File: src/rtl/invq_pkg.sv
package invq_pkg;

    // Barrier tracker phase
    typedef enum logic {
        BR_IDLE  = 1'b0,
        BR_DRAIN = 1'b1
    } br_phase_e;

    // Next pointer in a circular buffer of arbitrary depth
    function automatic int unsigned wrap_inc(input int unsigned ptr, input int unsigned depth);
        return (ptr == depth - 1) ? 0 : ptr + 1;
    endfunction

endpackage

File: src/rtl/invq_fifo.sv
module invq_fifo
    import invq_pkg::*;
#(
    parameter int ADDR_W = 26,
    parameter int DEPTH  = 8,
    localparam int PTR_W = (DEPTH > 1) ? $clog2(DEPTH) : 1,
    localparam int CNT_W = $clog2(DEPTH + 1)
) (
    input  logic                           clk,
    input  logic                           rst_n,
    input  logic                           push,
    input  logic [ADDR_W-1:0]              push_addr,
    input  logic                           pop,
    output logic [CNT_W-1:0]               count,
    output logic [ADDR_W-1:0]              head_addr,
    output logic [DEPTH-1:0]               slot_vld,
    output logic [DEPTH-1:0][ADDR_W-1:0]   slot_addr
);

    typedef struct packed {
        logic [DEPTH-1:0][ADDR_W-1:0] mem;
        logic [DEPTH-1:0]             vld;
        logic [PTR_W-1:0]             wr;
        logic [PTR_W-1:0]             rd;
        logic [CNT_W-1:0]             cnt;
    } fifo_st_t;

    fifo_st_t st_d, st_q;

    always_comb begin
        st_d = st_q;
        if (pop) begin
            st_d.vld[st_q.rd] = 1'b0;
            st_d.rd = PTR_W'(wrap_inc(int'(st_q.rd), DEPTH));
        end
        if (push) begin
            st_d.mem[st_q.wr] = push_addr;
            st_d.vld[st_q.wr] = 1'b1;
            st_d.wr = PTR_W'(wrap_inc(int'(st_q.wr), DEPTH));
        end
        st_d.cnt = st_q.cnt + CNT_W'(push) - CNT_W'(pop);
    end

    always_ff @(posedge clk) begin
        if (!rst_n) begin
            st_q <= '0;
        end else begin
            st_q <= st_d;
        end
    end

    assign count     = st_q.cnt;
    assign head_addr = st_q.mem[st_q.rd];
    assign slot_vld  = st_q.vld;
    assign slot_addr = st_q.mem;

endmodule

File: src/rtl/invq_match.sv
module invq_match #(
    parameter int ADDR_W = 26,
    parameter int DEPTH  = 8
) (
    input  logic                         probe_valid,
    input  logic [ADDR_W-1:0]            probe_addr,
    input  logic [DEPTH-1:0]             slot_vld,
    input  logic [DEPTH-1:0][ADDR_W-1:0] slot_addr,
    output logic                         hit
);

    logic [DEPTH-1:0] hit_vec;

    for (genvar g = 0; g < DEPTH; g++) begin : g_cmp
        assign hit_vec[g] = slot_vld[g] && (slot_addr[g] == probe_addr);
    end

    assign hit = probe_valid && (|hit_vec);

endmodule

File: src/rtl/invq_barrier.sv
module invq_barrier
    import invq_pkg::*;
#(
    parameter int CNT_W = 4
) (
    input  logic             clk,
    input  logic             rst_n,
    input  logic             rb_req,
    input  logic [CNT_W-1:0] count,
    input  logic             pop,
    output logic             rb_stall,
    output logic             rb_done
);

    typedef struct packed {
        br_phase_e        phase;
        logic [CNT_W-1:0] left;
    } br_st_t;

    br_st_t st_d, st_q;

    logic             open;
    logic [CNT_W-1:0] remain;
    logic [CNT_W-1:0] remain_after;

    always_comb begin
        st_d         = st_q;
        open         = rb_req || (st_q.phase == BR_DRAIN);
        // a new barrier counts entries queued now; a running one ignores new requests
        remain       = (st_q.phase == BR_DRAIN) ? st_q.left : count;
        remain_after = remain - CNT_W'(pop);
        rb_done      = open && (remain_after == '0);
        rb_stall     = open && !rb_done;
        if (rb_stall) begin
            st_d.phase = BR_DRAIN;
            st_d.left  = remain_after;
        end else begin
            st_d.phase = BR_IDLE;
            st_d.left  = '0;
        end
    end

    always_ff @(posedge clk) begin
        if (!rst_n) begin
            st_q <= '{phase: BR_IDLE, left: '0};
        end else begin
            st_q <= st_d;
        end
    end

endmodule

File: src/rtl/invq_top.sv
module invq_top #(
    parameter int ADDR_W = 26,
    parameter int DEPTH  = 8,
    localparam int CNT_W = $clog2(DEPTH + 1)
) (
    input  logic              clk,
    input  logic              rst_n,
    input  logic              inv_valid,
    input  logic [ADDR_W-1:0] inv_addr,
    output logic              inv_ready,
    output logic              inv_ack,
    output logic              cache_inv_valid,
    output logic [ADDR_W-1:0] cache_inv_addr,
    input  logic              cache_inv_grant,
    input  logic              rb_req,
    output logic              rb_stall,
    output logic              rb_done,
    input  logic              msg_valid,
    input  logic [ADDR_W-1:0] msg_addr,
    output logic              msg_hold
);

    typedef struct packed {
        logic ack;
    } top_st_t;

    top_st_t st_d, st_q;

    logic [CNT_W-1:0]             count;
    logic [ADDR_W-1:0]            head_addr;
    logic [DEPTH-1:0]             slot_vld;
    logic [DEPTH-1:0][ADDR_W-1:0] slot_addr;
    logic                         push;
    logic                         pop;

    always_comb begin
        inv_ready       = (count != CNT_W'(DEPTH));
        push            = inv_valid && inv_ready;
        cache_inv_valid = (count != '0);
        cache_inv_addr  = head_addr;
        pop             = cache_inv_valid && cache_inv_grant;
        st_d.ack        = push;
    end

    always_ff @(posedge clk) begin
        if (!rst_n) begin
            st_q <= '0;
        end else begin
            st_q <= st_d;
        end
    end

    assign inv_ack = st_q.ack;

    invq_fifo #(.ADDR_W(ADDR_W), .DEPTH(DEPTH)) fifo_i (
        .clk       (clk),
        .rst_n     (rst_n),
        .push      (push),
        .push_addr (inv_addr),
        .pop       (pop),
        .count     (count),
        .head_addr (head_addr),
        .slot_vld  (slot_vld),
        .slot_addr (slot_addr)
    );

    invq_match #(.ADDR_W(ADDR_W), .DEPTH(DEPTH)) match_i (
        .probe_valid (msg_valid),
        .probe_addr  (msg_addr),
        .slot_vld    (slot_vld),
        .slot_addr   (slot_addr),
        .hit         (msg_hold)
    );

    invq_barrier #(.CNT_W(CNT_W)) barrier_i (
        .clk      (clk),
        .rst_n    (rst_n),
        .rb_req   (rb_req),
        .count    (count),
        .pop      (pop),
        .rb_stall (rb_stall),
        .rb_done  (rb_done)
    );

endmodule

File: config.mk
export PLATFORM = sky130hd
export DESIGN_NAME = invq_top
export DESIGN_NICKNAME = d
export VERILOG_FILES = /design/src/rtl/invq_pkg.sv /design/src/rtl/invq_fifo.sv /design/src/rtl/invq_match.sv /design/src/rtl/invq_barrier.sv /design/src/rtl/invq_top.sv
export SDC_FILE = /design/constraint.sdc
export NUM_CORES = 1
export LEC_CHECK = 0
export BUFFER_PORTS_ARGS = -buffer_cell sky130_fd_sc_hd__buf_2
export CAP_MARGIN = 20
export CORE_UTILIZATION = 45
export CTS_CLUSTER_SIZE = 8
export DETAILED_ROUTE_END_ITERATION = 10
export GPL_TIMING_DRIVEN = 0
export PLACE_DENSITY = 0.73
export SKIP_CTS_REPAIR_TIMING = 1
export SLEW_MARGIN = 40
export SYNTH_ARGS = -nofsm -noshare
export SYNTH_HDL_FRONTEND = slang
export SYNTH_SLANG_ARGS = --single-unit
export TNS_END_PERCENT = 10
File: constraint.sdc
create_clock -name clk -period 2.85 [get_ports clk]
set_input_delay 0.57 -clock clk [delete_from_list [all_inputs] [get_ports clk]]
set_output_delay 0.57 -clock clk [all_outputs]
set_load 0.005 [all_outputs]
# Word level (Yosys, flattened, before mapping)
# Index checks and enable logic that the tools add are counted.
# classes
add_sub_neg,5
n_lt_le_gt_ge,4
eq_ne,11
n_mux,15
bitwise,3
n_reduce_logical,21
# op_table
cell,n
bitwise mux 208 bit,1
== test 26 bit,8
binary-select mux 26 bit (select 3 bit),1
demux 26 bit (select 3 bit),1
two-way mux 26 bit,2
logical AND 1 bit,15
two-way mux 11 bit,1
bitwise AND 8 bit,1
< comparator 3 x 4 -> 1 bit (second input constant),2
two-way mux 8 bit,1
NOT 8 bit,1
bitwise OR 8 bit,1
OR reduction 8 bit,1
subtractor 4 x 1 -> 4 bit,2
adder 3 x 1 -> 3 bit (second input constant),2
demux 1 bit (select 3 bit),2
== test 3 bit (second input constant),2
greater-or-equal comparator 3 x 1 -> 1 bit (second input constant),2
two-way mux 3 bit,2
two-way mux 5 bit,1
adder 4 x 1 -> 4 bit,1
zero test 4 bit,1
two-way mux 4 bit,1
inequality test 4 bit (second input constant),1
5 further kinds,6
# word_totals
ff_bits,232
input_bits,58
output_inout_bits,32
wordCells,74

# Logic depth before layout (Yosys ltp)
# Gate-level depths: netlist of the first run.
# logic_depth
depth_word,9
ltp_mapped,13
depth_no_buf,12

# By module
# A second synthesis of the first run with hierarchy kept.
# unflattened
hier_cells,1688
area_unflattened_um2,14500.2
# modules_own_cells
mod,n_inst,cells_per_inst,area_per_inst_um2,seq_area_each_um2
invq_fifo,1,1337,11556.1,4524.3
invq_match,1,312,2576.2,0.0
invq_barrier,1,33,304.0,100.1
invq_top,1,6,63.8,20.0

# Least setup slack after synthesis of the first run
# No wires, ideal clock.
# synth_path
path_type,reg-to-output
start,"register fifo_i.st_q, in the netlist fifo_i.count[2]"
end,output rb_done
t_arrival_ns,2.038
required_time_ns,2.280
slack_ns,0.242
stages_incl_launch_ff,12
n_path_buf,1
path_cell_list,dfxtp_1 > inv_1 > ha_1 > nand2_1 > nand2_1 > clkbuf_1 > inv_1 > ha_1 > ha_1 > xor2_1 > and4_1 > nor2b_1
# synth_via
elab_chain_cells,5
elab_cells_between_ends,6
cone_classes,1 x add/sub; 1 x mux; 4 x reduce/logical
# synth_lines
element,line,source
from (decl),invq_fifo.sv:28,"fifo_st_t st_d, st_q;"
from (signal assigned),invq_fifo.sv:48,st_q <= st_d;
nonzero test 4 bit,invq_top.sv:39,cache_inv_valid = (count != '0);
via cache_inv_valid,invq_top.sv:12,"output logic cache_inv_valid,"
logical AND 1 bit,invq_top.sv:41,pop = cache_inv_valid && cache_inv_grant;
via barrier_i.pop,invq_barrier.sv:10,"input logic pop,"
subtractor 4 x 1 -> 4 bit,invq_barrier.sv:31,remain_after = remain - CNT_W'(pop);
zero test 4 bit,invq_barrier.sv:32,rb_done = open && (remain_after == '0);
logical AND 1 bit,invq_barrier.sv:32,
to (decl),invq_top.sv:17,"output logic rb_done,"
# The timed path passes the listed nets, and every way through them passes these cells.

# Worst setup path after layout of the first run
# layout_path
start,"register fifo_i.st_q, in the netlist fifo_i.slot_addr[75]"
end,output msg_hold
# layout_via
elab_chain_cells,4
# layout_lines
element,line,source
== test 26 bit,invq_match.sv:15,assign hit_vec[g] = slot_vld[g] && (slot_addr[g] == probe_addr);
logical AND 1 bit,invq_match.sv:15,
OR reduction 8 bit,invq_match.sv:18,assign hit = probe_valid && (|hit_vec);
logical AND 1 bit,invq_match.sv:18,
to (decl),invq_top.sv:20,output logic msg_hold
# Every way passes these cells.

==> results.txt, run 1 <==
----------------------------------------------------
[Drt]
  Routed length on met1 ... 21.1 mm
  Met2 Routed Length ... between 20 and 25 mm
  Top routing layer in use ... met4
  DR pass1 iterations ... 5
  DRC errors left ... 0
  Number of DRC violations after detailed-routing iteration 0 ... 1383
  Per-cell routed wire length ... 28.9 um
  Post-DR vias/cell ... about 6
  Number of vias after detailed routing ... approximately 11000
  Met3 layer wire length in the routed design ... 5.61 mm
  Antenna-violating nets left ... 0
  Detailed Route WL ... roughly 52 mm

[Cells and area]
  Most common cell after layout, fill and taps aside ... dfxtp_1
  Area used by multi-input combinational logic ... 0.00780 mm^2
  Layout Area Growth over Synthesis ... 18.0%
  Post-Layout Inst Area ... 0.0152 mm^2
  Commonest cells after routing, fill and taps aside ... dfxtp_1, mux2i_1, xnor2_1, nor2b_1, a22oi_1
  Nets ... 1497
  Ratio of cells with drive above 1 in the final layout ... 0.184
  Post-layout utilization of the core ... 0.543
  Register area ... 0.00465 mm^2
  Filler Cells Inserted ... 2547

[Synthesis]
  Syn Std Cell Area ... 0.0129 mm^2
  Number of nets in the synthesized netlist ... 1404
  Post-synthesis sequential area ratio ... 0.361
  Warnings from Yosys ... 0
  Fraction of post-synthesis cell area in the top cell type by area ... 0.361
  Instance count of the mapped netlist ... ~1300
  Number of different library cells in the post-synthesis netlist ... 46
  Number of enable flip-flop cells after synthesis ... 0
  Synth Area per Inst ... between 9 and 10 um^2
  Number of storage elements in the synthesis netlist ... 232
  Async set or reset register ratio after synthesis ... 0
  Top FF cell, synth ... dfxtp_1
  Leading area contributor after synthesis ... dfxtp_1
  Dominant cells by area after synthesis ... dfxtp_1, mux2i_1, xnor2_1

[Floorplan]
  Die Span Y ... between 150 and 200 um
  Core Footprint ... 0.0279 mm^2
  Effective utilization at floorplan ... 0.460
  Std cell rows ... 61
  Floorplan die area ... 0.0292 mm^2
  Top Ports ... 90
  Floorplan die width ... 171 um

[STA]
  Final setup violation count ... 6
  Final Cycle Share ... 1.02
  Worst Max-Slew Pin Slew ... 0.922 ns
  Fin Clk Skew ... ~0.016 ns
  Highest attainable clock frequency ... around 340 MHz
  Setup slack of the critical path after layout ... -0.0638 ns
  Final count of pins violating max slew ... 0
  Slew headroom ... 0.385
  Hold Vio Cnt, Final ... 0
  RSZ-0062 raised after global routing ... true
  Minimum period implied by the final worst setup slack ... 2.91 ns

[Setup path]
  Critical Path Slowest Stage Cell ... dfxtp_1
  FF-to-FF setup slack ... around 0.1 ns
  Gate family responsible for the most delay along the worst path ... simple AND/OR/NAND/NOR gates
  CP required ... 2.28 ns
  Signal arrival time at the worst endpoint ... 2.34 ns
  Worst path buffer plus inverter count ... 1
  Maximum cell stage delay along the critical path ... between 0.3 and 0.4 ns
  Cells traversed along the worst timing path ... xnor2_2, nand4_1, nor4_4, a22oi_1, a41oi_1, buf_2
  Critical path capture point type ... output port
  Critical setup path kind ... reg -> out
  CP Max Fanout ... 3
  Worst setup SP type ... flip-flop

[Outcome]
  Run status ... finished with violations
  Failing checks ... negative setup slack

[Power]
  Worst vdd ir ... 547 uV
  Share of power burned in the clock network ... 0.378
  Internal ... 6.71 mW
  Net switching share of the total power ... 0.322
  Power dissipated by switching net loads ... roughly 3.2 mW
  Leak Pwr ... 5.73 nW
  Logic gate share of total power ... 0.252
  Pwr/cell area ... 652 mW/mm^2
  Seq pwr share ... 0.369

[Job]
  Total of max-cap violations ... 0

[Clock tree]
  Maximum level of the CTS H-tree ... 2
  Buffer cell driving the clock tree root ... clkbuf_16
  Number of buffers between clock root and the deepest sink ... 3
  Source-to-sink clock delay at the later pin of the worst-skew pair ... 0.52 ns
  CTS tree ... yes
  Sink Count ... 232
  TritonCTS buffer count ... 35
  Clock edge transition at the registers on the reported setup and hold paths ... 0.05 ns

[Global routing]
  First-pass GRT wire length ... ~73 mm
  Number of antenna violations at the first check in global routing ... 1
  Sum of overflow across all layers after global routing ... 0
  Maximum number of pins on one net before global-route repair ... 11
  Total global routing track utilization ... 0.355
  Number of global-route vias before repair ... 10302

[Place]
  Detailed-placement wirelength estimate ... between 30 and 40 mm
  Total cell area at the placement stage ... 0.0136 mm^2
  Gpl congestion ... 1.03
  Port-buffer cells ... 36

[Worst hold path]
  Worst min path class ... in -> reg

----------------------------------------------------
[path summary, 6_finish.rpt]
check,to,cells after the start,from
min,inv_ack,2,inv_valid
min reg2reg,fifo_i.slot_addr[9],2,fifo_i.slot_addr[9]
max,msg_hold,6,fifo_i.slot_addr[75]
max reg2reg,fifo_i.slot_addr[16],12,fifo_i.count[2]
[Yosys cell counts, types with 5 or more instances]
library cell / number
dfxtp_1: 232
xnor2_1: 210
mux2i_1: 186
nor2b_1: 185
a22oi_1: 108
clkbuf_1: 78
nand4_1: 74
nand2_1: 64
a21boi_0: 34
buf_2: 28
buf_6: 12
ha_1: 12
inv_1: 12
nand3_1: 12
nor3_1: 12
nor2_1: 11
nor4_1: 8
buf_8: 6
buf_12: 5
o21ai_0: 5
[kinds of logic after synthesis]
family,share of synthesized area
adder cells (fa/ha/maj),0.0132
AND/OR/NAND/NOR,0.180
buffers and inverters,0.0634
multiplexers,0.145
XOR/XNOR,0.144
flip-flops,0.361
AO/OA/AOI/OAI,0.0928
[stage by stage]
step | cells | total power [mW] | setup TNS (ns) | setup WS (ns) | hold slack [ns]
6_report | 1809 | 9.90 | -0.163 | -0.0638 | 0.294
5_1_grt | 1808 | 10.2 | -0.294 | -0.0502 | 0.316
4_1_cts | 1789 | 9.48 | -21.22 | -0.913 | 0.295
3_5_place_dp | 1748 | 5.78 | -6.16 | -0.508 | 0.476
3_3_place_gp | 1747 | 5.72 | -18.11 | -0.792 | 0.474
2_1_floorplan | 1333 | 4.93 | 0 | 0.242 | 0.449
[registers in the layout, indices dropped and copies added (netlist names)]
name,cells
fifo_i.count,4
fifo_i.slot_vld,8
fifo_i.st_q,6
barrier_i.st_q,5
inv_ack,1
fifo_i.slot_addr,208
[area by class of cell]
cell class / count / share of cell area
Antenna cell: 1 / 0.000165
Buffer: 126 / 0.0569
Clock buffer: 38 / 0.0605
Clock inverter: 3 / 0.00214
Inverter: 13 / 0.00388
Multi-Input combinational cell: 959 / 0.514
Sequential cell: 232 / 0.307
Tap cell: 378 / 0.0312
Timing Repair Buffer: 59 / 0.0241
[power by group through the flow]
stage	clock network (mW)	logic, mW	registers, mW
CTS	3.75	2.13	3.61
floorplan	0	1.32	3.61
global placement	0	2.06	3.66
finish	3.74	2.50	3.66
global route	3.89	2.60	3.67
detailed placement	0	2.11	3.67
[worst register-to-register path, delay by kind of cell (launching register included)]
family / cells / cell delay [ns]
flops: 1 / 0.33
fa+ha+maj: 1 / 0.17
compound gates: 1 / 0.18
buf+inv: 6 / 0.93
simple gates: 4 / 1.08
[per-layer routing]
metal  track usage  vias up
met3        0.0749      182
met1         0.473     5294
met2         0.537      777
met4         0.190        0
met5             0        -
li1              -     4790
Note: power is estimated with default switching activity, not from simulation.
==> inputs of run 2 (changes only) <==
--- a/config.mk
+++ b/config.mk
@@ -7,11 +7,11 @@
 export LEC_CHECK = 0
 export BUFFER_PORTS_ARGS = -buffer_cell sky130_fd_sc_hd__buf_2
 export CAP_MARGIN = 20
-export CORE_UTILIZATION = 45
+export CORE_UTILIZATION = 30
 export CTS_CLUSTER_SIZE = 8
 export DETAILED_ROUTE_END_ITERATION = 10
 export GPL_TIMING_DRIVEN = 0
-export PLACE_DENSITY = 0.73
+export PLACE_DENSITY = 0.56
 export SKIP_CTS_REPAIR_TIMING = 1
 export SLEW_MARGIN = 40
 export SYNTH_ARGS = -nofsm -noshare
==> run 2 against run 1 <==
Effect of this change: sequential power is essentially flat; die area is 49% higher; via count is 2.2% lower; clock skew fell by 0.0041 ns; the run still ends with negative setup slack left; first-iteration DRC count down 23%; maximum frequency shrank 0.27%; combinational power is 6% higher; largest power group unchanged.
==> results.txt, run 2 (same netlist as run 1, synthesis figures left out) <==
----------------------------------------------------
[Drt]
  Post-DR vias/cell ... 5.47 (-10%)
  Number of vias after detailed routing ... 10796 (-2.2%)
  DRC errors left ... 0 (unchanged)
  DR pass1 iterations ... 5 (unchanged)
  Detailed Route WL ... 55.6 mm (+6.3%)
  Number of DRC violations after detailed-routing iteration 0 ... 1071 (-23%)
  Antenna-violating nets left ... 0 (unchanged)
  Per-cell routed wire length ... 28.2 um (-2.6%)

[Outcome]
  Run status ... finished with violations
  Failing checks ... negative setup slack

[STA]
  Highest attainable clock frequency ... 342 MHz (-0.27%)
  Minimum period implied by the final worst setup slack ... 2.92 ns (+0.00801 ns)
  Final count of pins violating max slew ... 0 (unchanged)
  Hold Vio Cnt, Final ... 0 (unchanged)
  Final Cycle Share ... 1.03 (+0.00281)
  Worst Max-Slew Pin Slew ... 0.824 ns (-0.0983 ns)
  Slew headroom ... 0.451 (+0.0655)
  Setup slack of the critical path after layout ... -0.0718 ns (-0.00801 ns)
  Fin Clk Skew ... 0.0114 ns (-0.00414 ns)
  Summed negative setup slack over all endpoints ... -0.0927 ns (+0.0699 ns)
  Final setup violation count ... 2 (-4)
  RSZ-0062 raised after global routing ... true

[Place]
  Detailed-placement wirelength estimate ... 40.8 mm (+6.5%)
  Port-buffer cells ... 36 (unchanged)
  Gpl congestion ... 1.01 (-1.9%)
  Total cell area at the placement stage ... 0.0138 mm^2 (+1.5%)
  Cells after DPL ... 1909 (+9.2%)
  Worst-case setup slack after placement ... -0.542 ns (-0.0346 ns)

[Setup path]
  Worst setup SP type ... flip-flop
  CP Max Fanout ... 3 (unchanged)
  Critical path capture point type ... output port
  CP required ... 2.28 ns (about the same)
  Critical setup path kind ... reg -> out
  Signal arrival time at the worst endpoint ... 2.35 ns (about the same)

[Global routing]
  Grt met2 use ... 0.393 (-0.144)
  GR Layer Usage met3 ... 0.0558 (-0.0192)
  Number of antenna violations at the first check in global routing ... 5 (+4)
  GR Util met1 ... 0.328 (-0.145)
  First-pass GRT wire length ... 77.0 mm (+5.6%)
  Maximum number of pins on one net before global-route repair ... 11 (unchanged)
  Grt peak-use layer ... met2
  Sum of overflow across all layers after global routing ... 0 (unchanged)
  Number of global-route vias before repair ... 10238 (-0.62%)
  Total global routing track utilization ... 0.249 (-0.106)

[Cells and area]
  Filler Cells Inserted ... 4218 (+66%)
  Post-Layout Inst Area ... 0.0158 mm^2 (+4.1%)
  Ratio of cells with drive above 1 in the final layout ... 0.214 (+0.0302)
  Commonest cells after routing, fill and taps aside ... dfxtp_1, mux2i_1, nor2b_1
  Area used by multi-input combinational logic ... 0.00814 mm^2 (+4.2%)
  Layout Area Growth over Synthesis ... 22.9%
  Max reg flops ... 208 (unchanged)
  Cell Count, Final, Fillers Out ... 1974 (+9.1%)
  Most common cell after layout, fill and taps aside ... dfxtp_1
  Register area ... 0.00467 mm^2 (+0.35%)
  Nets ... 1500 (+0.20%)

[Clock tree]
  Clock edge transition at the registers on the reported setup and hold paths ... 0.05 ns (about the same)
  Sink Count ... 232 (unchanged)
  TritonCTS buffer count ... 35 (unchanged)
  Source-to-sink clock delay at the later pin of the worst-skew pair ... 0.54 ns (+0.02 ns)
  CTS tree ... yes
  Maximum level of the CTS H-tree ... 2 (unchanged)
  Number of buffers between clock root and the deepest sink ... 3 (unchanged)
  Buffer cell driving the clock tree root ... clkbuf_16

[Floorplan]
  Std cell rows ... 75 (+23%)
  Die Span Y ... 209 um (+22%)
  Floorplan die width ... 209 um (+22%)
  Floorplan die area ... 0.0437 mm^2 (+49%)
  Core Footprint ... 0.0421 mm^2 (+51%)
  Effective utilization at floorplan ... 0.305 (-0.155)
  Top Ports ... 90 (unchanged)

[Job]
  Total of max-cap violations ... 0 (unchanged)

[Power]
  Worst vdd ir ... 363 uV (-34%)
  Pwr/cell area ... 640 mW/mm^2 (-1.9%)
  Leak Pwr ... 5.93 nW (+3.5%)

[Worst hold path]
  Worst min path class ... in -> reg

----------------------------------------------------
-- run 2: cell count changes in the layout (fill, tap and decap cells not counted), moves of 3 or more --
cell / before / now
xnor2_1: 185 / 152
xnor2_2: 22 / 50
dfxtp_1: 226 / 219
clkbuf_2: 28 / 23
xnor2_4: 3 / 8
buf_6: 17 / 21
dfxtp_2: 6 / 10
dfxtp_4: 0 / 3
-- run 2: final timing paths --
kind	from	endpoint	slack [ns]	cells after the start
worst min-delay path	inv_valid	inv_ack	0.29	2
worst max register to register	fifo_i.count[2]	fifo_i.count[2]	0.14	14
worst min register to register	fifo_i.slot_vld[0]	fifo_i.slot_vld[0]	0.49	2
worst max-delay path	fifo_i.slot_addr[57]	msg_hold	-0.07	6
-- run 2: cell type report --
| type | instances | share of cell area |
|---|---|---|
| clock buffer | 41 | 0.0602 |
| timing repair buffer | 62 | 0.0264 |
| tap | 539 | 0.0427 |
| multi-input combinational | 959 | 0.515 |
| clock inverter | 1 | 0.000317 |
| buffer | 126 | 0.0558 |
| antenna | 1 | 0.000158 |
| inverter | 13 | 0.00388 |
| sequential | 232 | 0.296 |
-- run 2: power by group --
part           internal, mW  total (mW)  leakage (nW)  switching [mW]
logic                  1.10        2.65          3.58            1.54
clock network          2.31        3.82         0.471            1.51
registers              3.44        3.65          1.88           0.209
-- run 2: per-stage QoR --
step	hold slack, ns	util	power, mW
after detailed placement	0.478	0.326	5.84
after global placement	0.475	0.325	5.80
after global routing	0.300	0.375	10.4
after CTS	0.285	0.349	9.66
final	0.294	0.375	10.1
after floorplan	0.449	-	4.93
-- run 2: layer usage --
metal,vias up,share of wire
li1,4798,-
met1,5282,0.42
met2,575,0.45
met3,135,0.090
met4,6,0.040
met5,-,0.00070
-- run 2: worst max-delay path: stages (launching register included) --
cell and delay, ns:
dfxtp_1 0.33, xnor2_1 0.51, nand4_1 0.16, nor3_1 0.27, a22oi_2 0.13, a41oi_2 0.27
buf_2 0.17
